--- src/rtl/jpx_pkg.sv ---
package jpx_pkg;
    typedef enum logic [1:0] {
        ST_EVEN  = 2'd0,
        ST_ODD   = 2'd1,
        ST_HOLD  = 2'd2,
        ST_RETRY = 2'd3
    } pack_state_t;

    localparam logic [3:0] OFS_STATUS = 4'h0;
    localparam logic [3:0] OFS_CX0    = 4'h1;
    localparam logic [3:0] OFS_CY0    = 4'h2;
    localparam logic [3:0] OFS_CX1    = 4'h3;
    localparam logic [3:0] OFS_CY1    = 4'h4;
    localparam logic [3:0] OFS_WLO    = 4'h5;
    localparam logic [3:0] OFS_WHI    = 4'h6;
    localparam logic [3:0] OFS_SHIFT  = 4'h7;
    localparam logic [3:0] OFS_PITCH  = 4'h8;
    localparam logic [3:0] OFS_CURADR = 4'hE;
endpackage

--- src/rtl/jpx_cfg_regs.sv ---
module jpx_cfg_regs
    import jpx_pkg::*;
#(
    parameter int CW = 16,
    parameter int AW = 32
) (
    input  logic          clk,
    input  logic          rst_n,
    input  logic          we,
    input  logic [3:0]    addr,
    input  logic [AW-1:0] wdata,
    input  logic [AW-1:0] cur_addr,
    input  logic          full,
    output logic [CW-1:0] crop_x0,
    output logic [CW-1:0] crop_y0,
    output logic [CW-1:0] crop_x1,
    output logic [CW-1:0] crop_y1,
    output logic [CW-1:0] pitch,
    output logic [AW-1:0] win_lo,
    output logic [AW-1:0] win_hi,
    output logic [AW-1:0] shift,
    output logic          win_wr,
    output logic          clr_req,
    output logic [AW-1:0] rdata
);
    always_ff @(posedge clk or negedge rst_n) begin
        if (!rst_n) begin
            crop_x0 <= '0;
            crop_y0 <= '0;
            crop_x1 <= '0;
            crop_y1 <= '0;
            pitch   <= '0;
            win_lo  <= '0;
            win_hi  <= '0;
            shift   <= '0;
        end else if (we) begin
            case (addr)
                OFS_CX0:   crop_x0 <= {wdata[CW-1:1], 1'b0};
                OFS_CY0:   crop_y0 <= wdata[CW-1:0];
                OFS_CX1:   crop_x1 <= {wdata[CW-1:1], 1'b0};
                OFS_CY1:   crop_y1 <= wdata[CW-1:0];
                OFS_PITCH: pitch   <= {wdata[CW-1:1], 1'b0};
                OFS_WLO:   win_lo  <= {wdata[AW-1:2], 2'b00};
                OFS_WHI:   win_hi  <= {wdata[AW-1:2], 2'b00};
                OFS_SHIFT: shift   <= {wdata[AW-1:2], 2'b00};
                default: ;
            endcase
        end
    end

    always_comb begin
        win_wr  = we && (addr == OFS_WLO || addr == OFS_WHI || addr == OFS_SHIFT);
        clr_req = we && (addr == OFS_STATUS) && wdata[0];
        case (addr)
            OFS_STATUS: rdata = AW'(full);
            OFS_CX0:    rdata = AW'(crop_x0);
            OFS_CY0:    rdata = AW'(crop_y0);
            OFS_CX1:    rdata = AW'(crop_x1);
            OFS_CY1:    rdata = AW'(crop_y1);
            OFS_PITCH:  rdata = AW'(pitch);
            OFS_WLO:    rdata = win_lo;
            OFS_WHI:    rdata = win_hi;
            OFS_SHIFT:  rdata = shift;
            OFS_CURADR: rdata = cur_addr;
            default:    rdata = '0;
        endcase
    end


    lsb_forced_chk: assert property (@(posedge clk) disable iff (!rst_n)
        (crop_x0[0] == 1'b0 && crop_x1[0] == 1'b0 && pitch[0] == 1'b0 &&
         win_lo[1:0] == 2'b00 && win_hi[1:0] == 2'b00 && shift[1:0] == 2'b00));
endmodule

--- src/rtl/jpx_area_filter.sv ---
module jpx_area_filter #(
    parameter int CW = 16
) (
    input  logic [CW-1:0] x,
    input  logic [CW-1:0] y,
    input  logic [CW-1:0] img_w,
    input  logic [CW-1:0] img_h,
    input  logic [CW-1:0] crop_x0,
    input  logic [CW-1:0] crop_y0,
    input  logic [CW-1:0] crop_x1,
    input  logic [CW-1:0] crop_y1,
    input  logic [CW-1:0] pitch_raw,
    output logic          keep,
    output logic [CW-1:0] rel_x,
    output logic [CW-1:0] rel_y,
    output logic [CW-1:0] pitch_eff
);
    localparam logic [CW-1:0] EVEN_MASK = ~CW'(1);

    logic [CW-1:0] w_even;
    logic [CW-1:0] x_end;
    logic [CW-1:0] y_end;

    always_comb begin
        w_even    = img_w & EVEN_MASK;
        x_end     = (crop_x1 == '0) ? w_even : crop_x1;
        y_end     = (crop_y1 == '0) ? img_h : crop_y1;
        pitch_eff = (pitch_raw == '0) ? w_even : pitch_raw;
        rel_x     = x - crop_x0;
        rel_y     = y - crop_y0;
        keep      = (x >= crop_x0) && (x < x_end) &&
                    (y >= crop_y0) && (y < y_end) &&
                    (rel_x < pitch_eff);
    end
endmodule

--- src/rtl/jpx_addr_calc.sv ---
module jpx_addr_calc #(
    parameter int CW = 16,
    parameter int AW = 32
) (
    input  logic [CW-1:0] rel_x,
    input  logic [CW-1:0] rel_y,
    input  logic [CW-1:0] pitch,
    input  logic [AW-1:0] win_lo,
    input  logic [AW-1:0] win_hi,
    input  logic [AW-1:0] shift,
    output logic [AW-1:0] addr,
    output logic          in_win
);
    logic [AW-1:0] lin;

    always_comb begin
        lin    = AW'(rel_x) + AW'(pitch) * AW'(rel_y);
        addr   = win_lo - shift + (lin << 1);
        in_win = (addr >= win_lo) && (addr < win_hi);
    end
endmodule

--- src/rtl/jpx_pack_fsm.sv ---
module jpx_pack_fsm
    import jpx_pkg::*;
#(
    parameter int CW = 16,
    parameter int AW = 32,
    parameter int PW = 16
) (
    input  logic          clk,
    input  logic          rst_n,
    input  logic          pix_valid,
    input  logic          pix_keep,
    input  logic          pix_odd,
    input  logic [CW-1:0] rel_x,
    input  logic [CW-1:0] rel_y,
    input  logic [PW-1:0] pix_data,
    input  logic [AW-1:0] calc_addr,
    input  logic          calc_in_win,
    input  logic          clr_req,
    input  logic          win_wr,
    output logic          pix_ready,
    output logic          full,
    output logic          wr_valid,
    output logic [AW-1:0] wr_addr,
    output logic [2*PW-1:0] wr_data,
    output logic [AW-1:0] cur_addr,
    output logic [CW-1:0] ev_rx,
    output logic [CW-1:0] ev_ry
);
    pack_state_t state_q, nxt;
    logic [PW-1:0] lo_pix, hi_pix;
    logic reprog_q;
    logic accept, take_even, take_odd;

    assign pix_ready = (state_q == ST_EVEN) || (state_q == ST_ODD);
    assign full      = (state_q == ST_HOLD);

    always_comb begin
        accept    = pix_valid && pix_ready;
        take_even = accept && pix_keep && !pix_odd;
        take_odd  = accept && pix_keep && pix_odd && (state_q == ST_ODD);
        nxt       = state_q;
        unique case (state_q)
            ST_EVEN:  if (take_even) nxt = ST_ODD;
            ST_ODD:   if (take_odd) nxt = calc_in_win ? ST_EVEN : ST_HOLD;
            ST_HOLD:  if (clr_req && reprog_q) nxt = ST_RETRY;
            ST_RETRY: nxt = calc_in_win ? ST_EVEN : ST_HOLD;
        endcase
    end

    always_ff @(posedge clk or negedge rst_n) begin
        if (!rst_n) state_q <= ST_EVEN;
        else        state_q <= nxt;
    end

    always_ff @(posedge clk or negedge rst_n) begin
        if (!rst_n) begin
            wr_valid <= 1'b0;
            wr_addr  <= '0;
            wr_data  <= '0;
            cur_addr <= '0;
            lo_pix   <= '0;
            hi_pix   <= '0;
            ev_rx    <= '0;
            ev_ry    <= '0;
            reprog_q <= 1'b0;
        end else begin
            wr_valid <= 1'b0;
            if (take_even) begin
                lo_pix <= pix_data;
                ev_rx  <= rel_x;
                ev_ry  <= rel_y;
            end
            if (take_odd) begin
                hi_pix   <= pix_data;
                cur_addr <= calc_addr;
                if (calc_in_win) begin
                    wr_valid <= 1'b1;
                    wr_addr  <= calc_addr;
                    wr_data  <= {pix_data, lo_pix};
                end
            end
            if (state_q == ST_RETRY) begin
                cur_addr <= calc_addr;
                if (calc_in_win) begin
                    wr_valid <= 1'b1;
                    wr_addr  <= calc_addr;
                    wr_data  <= {hi_pix, lo_pix};
                end
            end
            if (state_q != ST_HOLD && nxt == ST_HOLD) reprog_q <= 1'b0;
            else if (state_q == ST_HOLD && win_wr)    reprog_q <= 1'b1;
        end
    end


    hold_no_write_chk: assert property (@(posedge clk) disable iff (!rst_n)
        full |=> !wr_valid);

    clear_needs_reprog_chk: assert property (@(posedge clk) disable iff (!rst_n)
        (full && !reprog_q) |=> full);

    resume_retry_chk: assert property (@(posedge clk) disable iff (!rst_n)
        $fell(full) |=> (wr_valid || full));
endmodule

--- src/rtl/jpx_word_addr_gen.sv ---
module jpx_word_addr_gen #(
    parameter int CW = 16,
    parameter int AW = 32,
    parameter int PW = 16
) (
    input  logic          clk,
    input  logic          rst_n,
    input  logic          reg_we,
    input  logic [3:0]    reg_addr,
    input  logic [AW-1:0] reg_wdata,
    output logic [AW-1:0] reg_rdata,
    input  logic [CW-1:0] img_w,
    input  logic [CW-1:0] img_h,
    input  logic          pix_valid,
    output logic          pix_ready,
    input  logic [CW-1:0] pix_x,
    input  logic [CW-1:0] pix_y,
    input  logic [PW-1:0] pix_data,
    output logic          wr_valid,
    output logic [AW-1:0] wr_addr,
    output logic [2*PW-1:0] wr_data,
    output logic          win_full
);
    logic [CW-1:0] crop_x0, crop_y0, crop_x1, crop_y1, pitch_raw, pitch_eff;
    logic [AW-1:0] win_lo, win_hi, shift, cur_addr, calc_addr;
    logic [CW-1:0] rel_x, rel_y, ev_rx, ev_ry;
    logic          win_wr, clr_req, keep, calc_in_win;

    jpx_cfg_regs #(.CW(CW), .AW(AW)) u_regs (
        .clk(clk), .rst_n(rst_n), .we(reg_we), .addr(reg_addr), .wdata(reg_wdata),
        .cur_addr(cur_addr), .full(win_full),
        .crop_x0(crop_x0), .crop_y0(crop_y0), .crop_x1(crop_x1), .crop_y1(crop_y1),
        .pitch(pitch_raw), .win_lo(win_lo), .win_hi(win_hi), .shift(shift),
        .win_wr(win_wr), .clr_req(clr_req), .rdata(reg_rdata)
    );

    jpx_area_filter #(.CW(CW)) u_filter (
        .x(pix_x), .y(pix_y), .img_w(img_w), .img_h(img_h),
        .crop_x0(crop_x0), .crop_y0(crop_y0), .crop_x1(crop_x1), .crop_y1(crop_y1),
        .pitch_raw(pitch_raw), .keep(keep), .rel_x(rel_x), .rel_y(rel_y),
        .pitch_eff(pitch_eff)
    );

    jpx_addr_calc #(.CW(CW), .AW(AW)) u_calc (
        .rel_x(ev_rx), .rel_y(ev_ry), .pitch(pitch_eff),
        .win_lo(win_lo), .win_hi(win_hi), .shift(shift),
        .addr(calc_addr), .in_win(calc_in_win)
    );

    jpx_pack_fsm #(.CW(CW), .AW(AW), .PW(PW)) u_fsm (
        .clk(clk), .rst_n(rst_n), .pix_valid(pix_valid), .pix_keep(keep),
        .pix_odd(pix_x[0]), .rel_x(rel_x), .rel_y(rel_y), .pix_data(pix_data),
        .calc_addr(calc_addr), .calc_in_win(calc_in_win),
        .clr_req(clr_req), .win_wr(win_wr),
        .pix_ready(pix_ready), .full(win_full), .wr_valid(wr_valid),
        .wr_addr(wr_addr), .wr_data(wr_data), .cur_addr(cur_addr),
        .ev_rx(ev_rx), .ev_ry(ev_ry)
    );


    wr_align_chk: assert property (@(posedge clk) disable iff (!rst_n)
        wr_valid |-> (wr_addr[1:0] == 2'b00));

    full_stall_chk: assert property (@(posedge clk) disable iff (!rst_n)
        win_full |-> !pix_ready);
endmodule

--- config.mk ---
export PLATFORM = sky130hd
export DESIGN_NAME = jpx_word_addr_gen
export DESIGN_NICKNAME = d
export VERILOG_FILES = /design/src/rtl/jpx_pkg.sv /design/src/rtl/jpx_cfg_regs.sv /design/src/rtl/jpx_area_filter.sv /design/src/rtl/jpx_addr_calc.sv /design/src/rtl/jpx_pack_fsm.sv /design/src/rtl/jpx_word_addr_gen.sv
export SDC_FILE = /design/constraint.sdc
export NUM_CORES = 1
export LEC_CHECK = 0
export BUFFER_PORTS_ARGS = -buffer_cell sky130_fd_sc_hd__buf_4
export CAP_MARGIN = 20
export CORE_MARGIN = 1.5
export CORE_UTILIZATION = 35
export DETAILED_ROUTE_END_ITERATION = 12
export SYNTH_ARGS = -nofsm -noshare
export SYNTH_HDL_FRONTEND = slang
export SYNTH_SLANG_ARGS = --single-unit
export TNS_END_PERCENT = 100
--- constraint.sdc ---
create_clock -name clk -period 23 [get_ports clk]
set_input_delay 1.15 -clock clk [delete_from_list [all_inputs] [get_ports clk]]
set_output_delay 1.15 -clock clk [all_outputs]
set_load 0.05 [all_outputs]
==> impl_metrics.csv, run 1 <==
group,metric,value,unit
final_layout,post-route-cell-area,32700,um2
power,p_switching,0.00221,W
route,wl_per_cell,22.1,um
clock_tree,cts-resized-gates,0,
logic_synthesis,synth_edf_count,0,
clock_tree,cts_hold_buf,0,
die,coreArea,80400,um2
power,p_sw_frac,0.500,
placed_design,place_area,31200,um2
timing,rsz0062_at_grt,"no",
placed_design,io_buffers,217,
setup_path,cpLargestDelayFamily,"adder cells",
grt,grt_pass1_wl,139000,um
logic_synthesis,netlist_instances,2819,
grt,grt_usage,0.221,
logic_synthesis,syn_avg_cell_area,10.1,um2
timing,setup-violations-final,0,
timing,hold_ws,498,ps
route,drt_pre_antenna_iters,7,
logic_synthesis,ys.flop_type,"dfrtp_1",
setup_path,cp_common_cell,"fa_1",
route,ant_nets,0,
timing,skew,20.2,ps
logic_synthesis,synth_warnings,0,
die,start_util,0.353,
final_layout,fill_cells,7886,
route,vias,21885,
die,die_area,82800,um2
clock_tree,cts_root_buf,"clkbuf_16",
timing,post-route-period-util,0.643,
power,ir_worst_vdd,0.117,mV
setup_path,path_buf_inv,9,
setup_path,cpMaxStageDelayCell,"a2111oi_0",
final_layout,final_cell_mix,"inv_1, dfrtp_1, mux2_2",
setup_path,max_stage_delay,800,ps
clock_tree,clockBufferDepth,3,
grt,antenna_found_initial,4,
placed_design,post-place-ws,8050,ps
final_layout,multi_input_area,18100,um2
setup_path,cp.arrival,15230,ps
power,comb_power_share,0.660,
final_layout,fin_nets,3622,
logic_synthesis,synth_cell_types,70,
power,p_leak,16.3,nW
setup_path,cp-start-kind,"flop",
logic_synthesis,ys_ff_latch,330,
setup_path,critPathCaptureType,"flop",
clock_tree,insertion_delay,580,ps
die,ios,219,
logic_synthesis,async_flop_share,1.00,
clock_tree,path_clk_slew,60,ps
status,status,"finished, final reports clean",
logic_synthesis,synth_nets,3428,
timing,period_minus_slack,14790,ps
grt,overflow,0,
route,drtIter0Drc,1626,
grt,grt_max_degree,104,
timing,final.setup.worst_slack,8210,ps
final_layout,area_growth,15.0,%
setup_path,crit_fanout,47,
timing,slew_headroom,0.294,
power,p_per_area,135,nW/um2
placed_design,routabilityCongestion,0.951,
route,vias_per_cell,5.33,
route,routed_wl,90500,um
timing,fin_setup_tns,0,ps
clock_tree,cts_tree,"built",
die,fp-row-count,104,
clock_tree,cts_sinks,330,
logic_synthesis,netlist_area,28400,um2
die,die_width,288,um
run,cap_violations,0,
clock_tree,numCtsBuffers,41,
timing,fmax,67.6,MHz
final_layout,drive_gt1_frac,0.210,
final_layout,mostFrequentLayoutCell,"inv_1",
placed_design,dp_hpwl,70500,um
clock_tree,cts_setup_buffers,0,
final_layout,seq_area,8260,um2
die,die_y,288,um
power,p_int,0.00221,W
min_path,hold_class,"reg -> reg",
logic_synthesis,ys_seq_area_frac,0.291,
power,pwr-share-seq,0.187,
clock_tree,cts-htree-levels,2,
route,route.detailed.drc,0,
grt,grt_pass1_vias,22609,
timing,tightest_slew,1050,ps
power,pwr-share-clk,0.154,
timing,drv_slew,0,
setup_path,critPathKind,"reg -> reg",
setup_path,worstPathRequired,23440,ps
timing,hold_viol_final,0,
-- per-stage QoR --
stage	power, W	cells	utilization
3_3_place_gp	0.00369	4028	0.388
4_1_cts	0.00442	4103	0.406
6_report	0.00442	4106	0.406
3_5_place_dp	0.00371	4029	0.389
2_1_floorplan	0.00279	2819	-
5_1_grt	0.00480	4106	0.406
-- synthesized netlist by cell type, drive strengths merged, types with 7 or more instances --
| master | n | area share |
|---|---|---|
| a221oi | 15 | 0.0046 |
| nor2b | 14 | 0.0031 |
| and2 | 99 | 0.022 |
| inv | 452 | 0.060 |
| a21oi | 118 | 0.021 |
| nor2 | 102 | 0.013 |
| a222oi | 14 | 0.0049 |
| o21bai | 11 | 0.0029 |
| and3 | 7 | 0.0015 |
| o31ai | 8 | 0.0021 |
| o211ai | 11 | 0.0029 |
| buf | 10 | 0.0022 |
| o21ai | 65 | 0.011 |
| ha | 264 | 0.12 |
| clkbuf | 87 | 0.012 |
| fa | 225 | 0.16 |
| a22oi | 49 | 0.013 |
| and4 | 9 | 0.0028 |
| or2 | 9 | 0.0020 |
| a21o | 56 | 0.015 |
| a211oi | 17 | 0.0045 |
| dfrtp | 330 | 0.29 |
| nand4 | 44 | 0.0097 |
| a31oi | 27 | 0.0059 |
| xnor2 | 55 | 0.017 |
| o21a | 21 | 0.0056 |
| nand3 | 29 | 0.0051 |
| nor3 | 22 | 0.0039 |
| or3 | 7 | 0.0017 |
| mux2 | 297 | 0.12 |
| xor2 | 25 | 0.0077 |
| nor4 | 18 | 0.0042 |
| nand2b | 10 | 0.0022 |
| nand2 | 215 | 0.028 |
| a22o | 14 | 0.0043 |
-- kinds of logic (layout without fill, tap and decap cells) --
kind of cell,count (synthesis),count (layout),share of synthesized area
simple gates,599,599,0.104
flops,330,330,0.291
other cells,0,2,0
xor+xnor,80,80,0.0247
buf+inv,549,774,0.0735
compound gates,475,475,0.113
mux,297,297,0.119
fa+ha+maj,489,489,0.275
-- layout make-up --
cell class / instances / share of cell area
Multi-Input combinational cell: 1940 / 0.554
Sequential cell: 330 / 0.253
Antenna cell: 2 / 0.000153
Clock buffer: 51 / 0.0341
Tap cell: 1060 / 0.0406
Clock inverter: 23 / 0.00870
Inverter: 452 / 0.0519
Timing Repair Buffer: 248 / 0.0575
-- routing by layer --
| layer | vias up | part of all wire | track usage |
|---|---|---|---|
| met4 | 4 | 0.034 | 0.0762 |
| met5 | - | 0.00033 | 0 |
| met3 | 140 | 0.083 | 0.0529 |
| li1 | 9998 | - | - |
| met1 | 11024 | 0.44 | 0.301 |
| met2 | 719 | 0.44 | 0.344 |
-- final timing paths --
kind	from	to	slack [ps]	depth (start not counted)
hold reg to reg	u_fsm.wr_addr[0]	u_fsm.wr_addr[0]	500	1
setup reg to reg	u_regs.pitch[13]	u_fsm.wr_addr[6]	8210	45
setup / recovery	u_regs.pitch[13]	u_fsm.wr_addr[6]	8210	45
hold / removal	u_fsm.wr_addr[0]	u_fsm.wr_addr[0]	500	1
max in group asynchronous	rst_n	u_regs.crop_y0[7]	19470	4
min in group asynchronous	rst_n	u_fsm.wr_addr[24]	580	1
-- power groups by stage --
| stage | registers (W) | clock network, W | logic (W) |
|---|---|---|---|
| 2_1_floorplan | 0.000860 | 0 | 0.00193 |
| 3_3_place_gp | 0.000826 | 0 | 0.00287 |
| 3_5_place_dp | 0.000829 | 0 | 0.00288 |
| 4_1_cts | 0.000820 | 0.000693 | 0.00290 |
| 5_1_grt | 0.000839 | 0.000716 | 0.00325 |
| 6_report | 0.000824 | 0.000679 | 0.00292 |
-- flip-flops by register name, indices dropped and copies added (netlist names) --
register	count
u_fsm.hi_pix	16
u_fsm.cur_addr	31
u_fsm.ev_ry	16
u_fsm.lo_pix	16
u_regs.win_lo	30
u_fsm.wr_valid	1
u_fsm.state_q	2
u_fsm.reprog_q	1
u_regs.win_hi	30
u_fsm.wr_addr	32
u_regs.crop_y1	16
u_regs.pitch	15
u_fsm.wr_data	32
u_regs.shift	30
u_regs.crop_x1	15
u_regs.crop_x0	15
u_regs.crop_y0	16
u_fsm.ev_rx	16
(Power assumes the default switching activity.)
==> run 2: changes to the inputs <==
Clock period 23 ns to 13.6 ns, I/O delays scaled along.
==> impl_metrics.csv, run 2 (synthesized netlist as in run 1, its figures left out) <==
group,metric,value,unit
grt,use_met1,0.307,
final_layout,post-route-util,0.408,
setup_path,rr_worst_depth,42,
route,wl_per_cell,22.1,um
die,die_width,288,um
route,vias,22009,
grt,met3_usage,0.0482,
placed_design,dp.cells,4056,
setup_path,crit_fanout,48,
placed_design,dp_hpwl,71300,um
die,coreArea,80400,um2
clock_tree,numCtsBuffers,39,
route,routed_wl,91300,um
setup_path,rrSetupSlack,820,ps
timing,hold_ws,197,ps
power,p_per_area,229,nW/um2
grt,grt_max_degree,122,
power,p_leak,16.4,nW
grt,grt_pass1_wl,141000,um
setup_path,reg2reg_from,"u_regs.pitch[13]",
timing,hold_viol_final,0,
grt,grtUsageMet2,0.359,
setup_path,worstPathRequired,14040,ps
final_layout,multi_input_area,18100,um2
timing,slew_headroom,0.321,
setup_path,cp_common_cell,"fa_1",
setup_path,critPathCaptureType,"flop",
setup_path,critPathKind,"reg -> reg",
grt,antenna_found_initial,5,
final_layout,seq_area,8260,um2
final_layout,mostFrequentLayoutCell,"inv_1",
grt,grt_usage,0.224,
setup_path,cpMaxStageDelayCell,"and4_1",
grt,grt.busiest_layer,"met2",
timing,fin_setup_tns,0,ps
setup_path,cp.arrival,13220,ps
timing,post-route-period-util,0.940,
clock_tree,insertion_delay,590,ps
grt,overflow,0,
clock_tree,cts_setup_buffers,0,
timing,tightest_slew,1020,ps
final_layout,final_cell_mix,"inv_1, dfrtp_1, mux2_2",
timing,skew,33.5,ps
timing,rsz0062_at_grt,"no",
clock_tree,cts-htree-levels,2,
clock_tree,cts_tree,"built",
route,drtIter0Drc,1731,
route,drt_pre_antenna_iters,5,
final_layout,fill_cells,8053,
timing,fmax,78.3,MHz
clock_tree,path_clk_slew,60,ps
final_layout,largestRegisters,"u_fsm.wr_addr: 32 flops, u_fsm.wr_data: 32 flops, u_fsm.cur_addr: 31 flops",
setup_path,cpLargestDelayFamily,"adder cells",
route,vias_per_cell,5.33,
die,die_y,288,um
placed_design,routabilityCongestion,0.950,
die,fp-row-count,104,
status,status,"finished, final reports clean",
clock_tree,cts_root_buf,"clkbuf_16",
die,start_util,0.353,
clock_tree,clockBufferDepth,3,
final_layout,area_growth,15.5,%
die,ios,219,
run,cap_violations,0,
timing,drv_slew,0,
route,ant_nets,0,
die,die_area,82800,um2
route,route.detailed.drc,0,
setup_path,path_buf_inv,5,
final_layout,fin_nets,3647,
setup_path,max_stage_delay,660,ps
setup_path,cp-start-kind,"flop",
power,ir_worst_vdd,0.215,mV
timing,setup-violations-final,0,
setup_path,reg2reg_to,"u_fsm.wr_addr[6]",
clock_tree,cts_hold_buf,0,
min_path,hold_class,"in -> async",
placed_design,io_buffers,217,
power,power.total,0.00750,W
clock_tree,cts_sinks,330,
timing,period_minus_slack,12780,ps
final_layout,drive_gt1_frac,0.217,
final_layout,stdcell_count,4130,
grt,grt_pass1_vias,22772,
-- run 2: changes by cell type in the layout (fill, tap and decap cells not counted), moves of 3 or more --
cell | previous run | this run
a21o_1 | 56 | 53
buf_4 | 246 | 272
inv_6 | 2 | 5
a21o_2 | 0 | 3
clkbuf_1 | 5 | 8
-- run 2: how the worst max path moves through the flow --
stage                     depth (start not counted)        startpoint                end  slack, ps
after floorplan                                  45   u_regs.pitch[4]  u_fsm.wr_data[10]       2400
after global placement                           43  u_regs.pitch[13]   u_fsm.wr_addr[7]        640
after detailed placement                         43  u_regs.pitch[13]   u_fsm.wr_data[8]        510
after CTS                                        43  u_regs.pitch[13]   u_fsm.wr_addr[6]        400
after global routing                             45  u_regs.pitch[13]  u_fsm.wr_addr[15]         30
final                                            42  u_regs.pitch[13]   u_fsm.wr_addr[6]        820
-- run 2: per-layer routing --
metal / part of all wire / wire, um
met1: 0.44 / 40600
met2: 0.46 / 42000
met3: 0.074 / 6770
met4: 0.021 / 1960
met5: 0.00027 / 25
-- run 2: power by group --
group          internal [W]  switching (W)
clock network      0.000618       0.000463
logic               0.00193        0.00310
registers           0.00118       0.000206
-- run 2: what timing repair did --
action                     in CTS  in global routing
gates resized for setup         0                  4
setup endpoints to repair       0                 65
hold endpoints to repair        0                  0
-- run 2: area by class of cell --
type,count,area share
Antenna cell,2,0.000153
Sequential cell,330,0.252
Inverter,452,0.0518
Clock inverter,19,0.00611
Multi-Input combinational cell,1940,0.553
Tap cell,1060,0.0405
Timing Repair Buffer,275,0.0642
Clock buffer,52,0.0328
-- run 2: worst register-to-register path: cells and delay by family (launching register included) --
kind,cells,cell delay (ps)
mux,1,360
xor+xnor,1,300
buf+inv,5,460
flops,1,460
simple gates,12,3330
fa+ha+maj,10,4580
compound gates,13,3160
-- run 2: stage by stage --
| step | setup slack, ps | cell area, um2 |
|---|---|---|
| finish | 821 | 32800 |
| detailed placement | 505 | 31500 |
| global placement | 639 | 31500 |
| floorplan | 2400 | 28400 |
| CTS | 397 | 32700 |
| global route | 33.1 | 32800 |
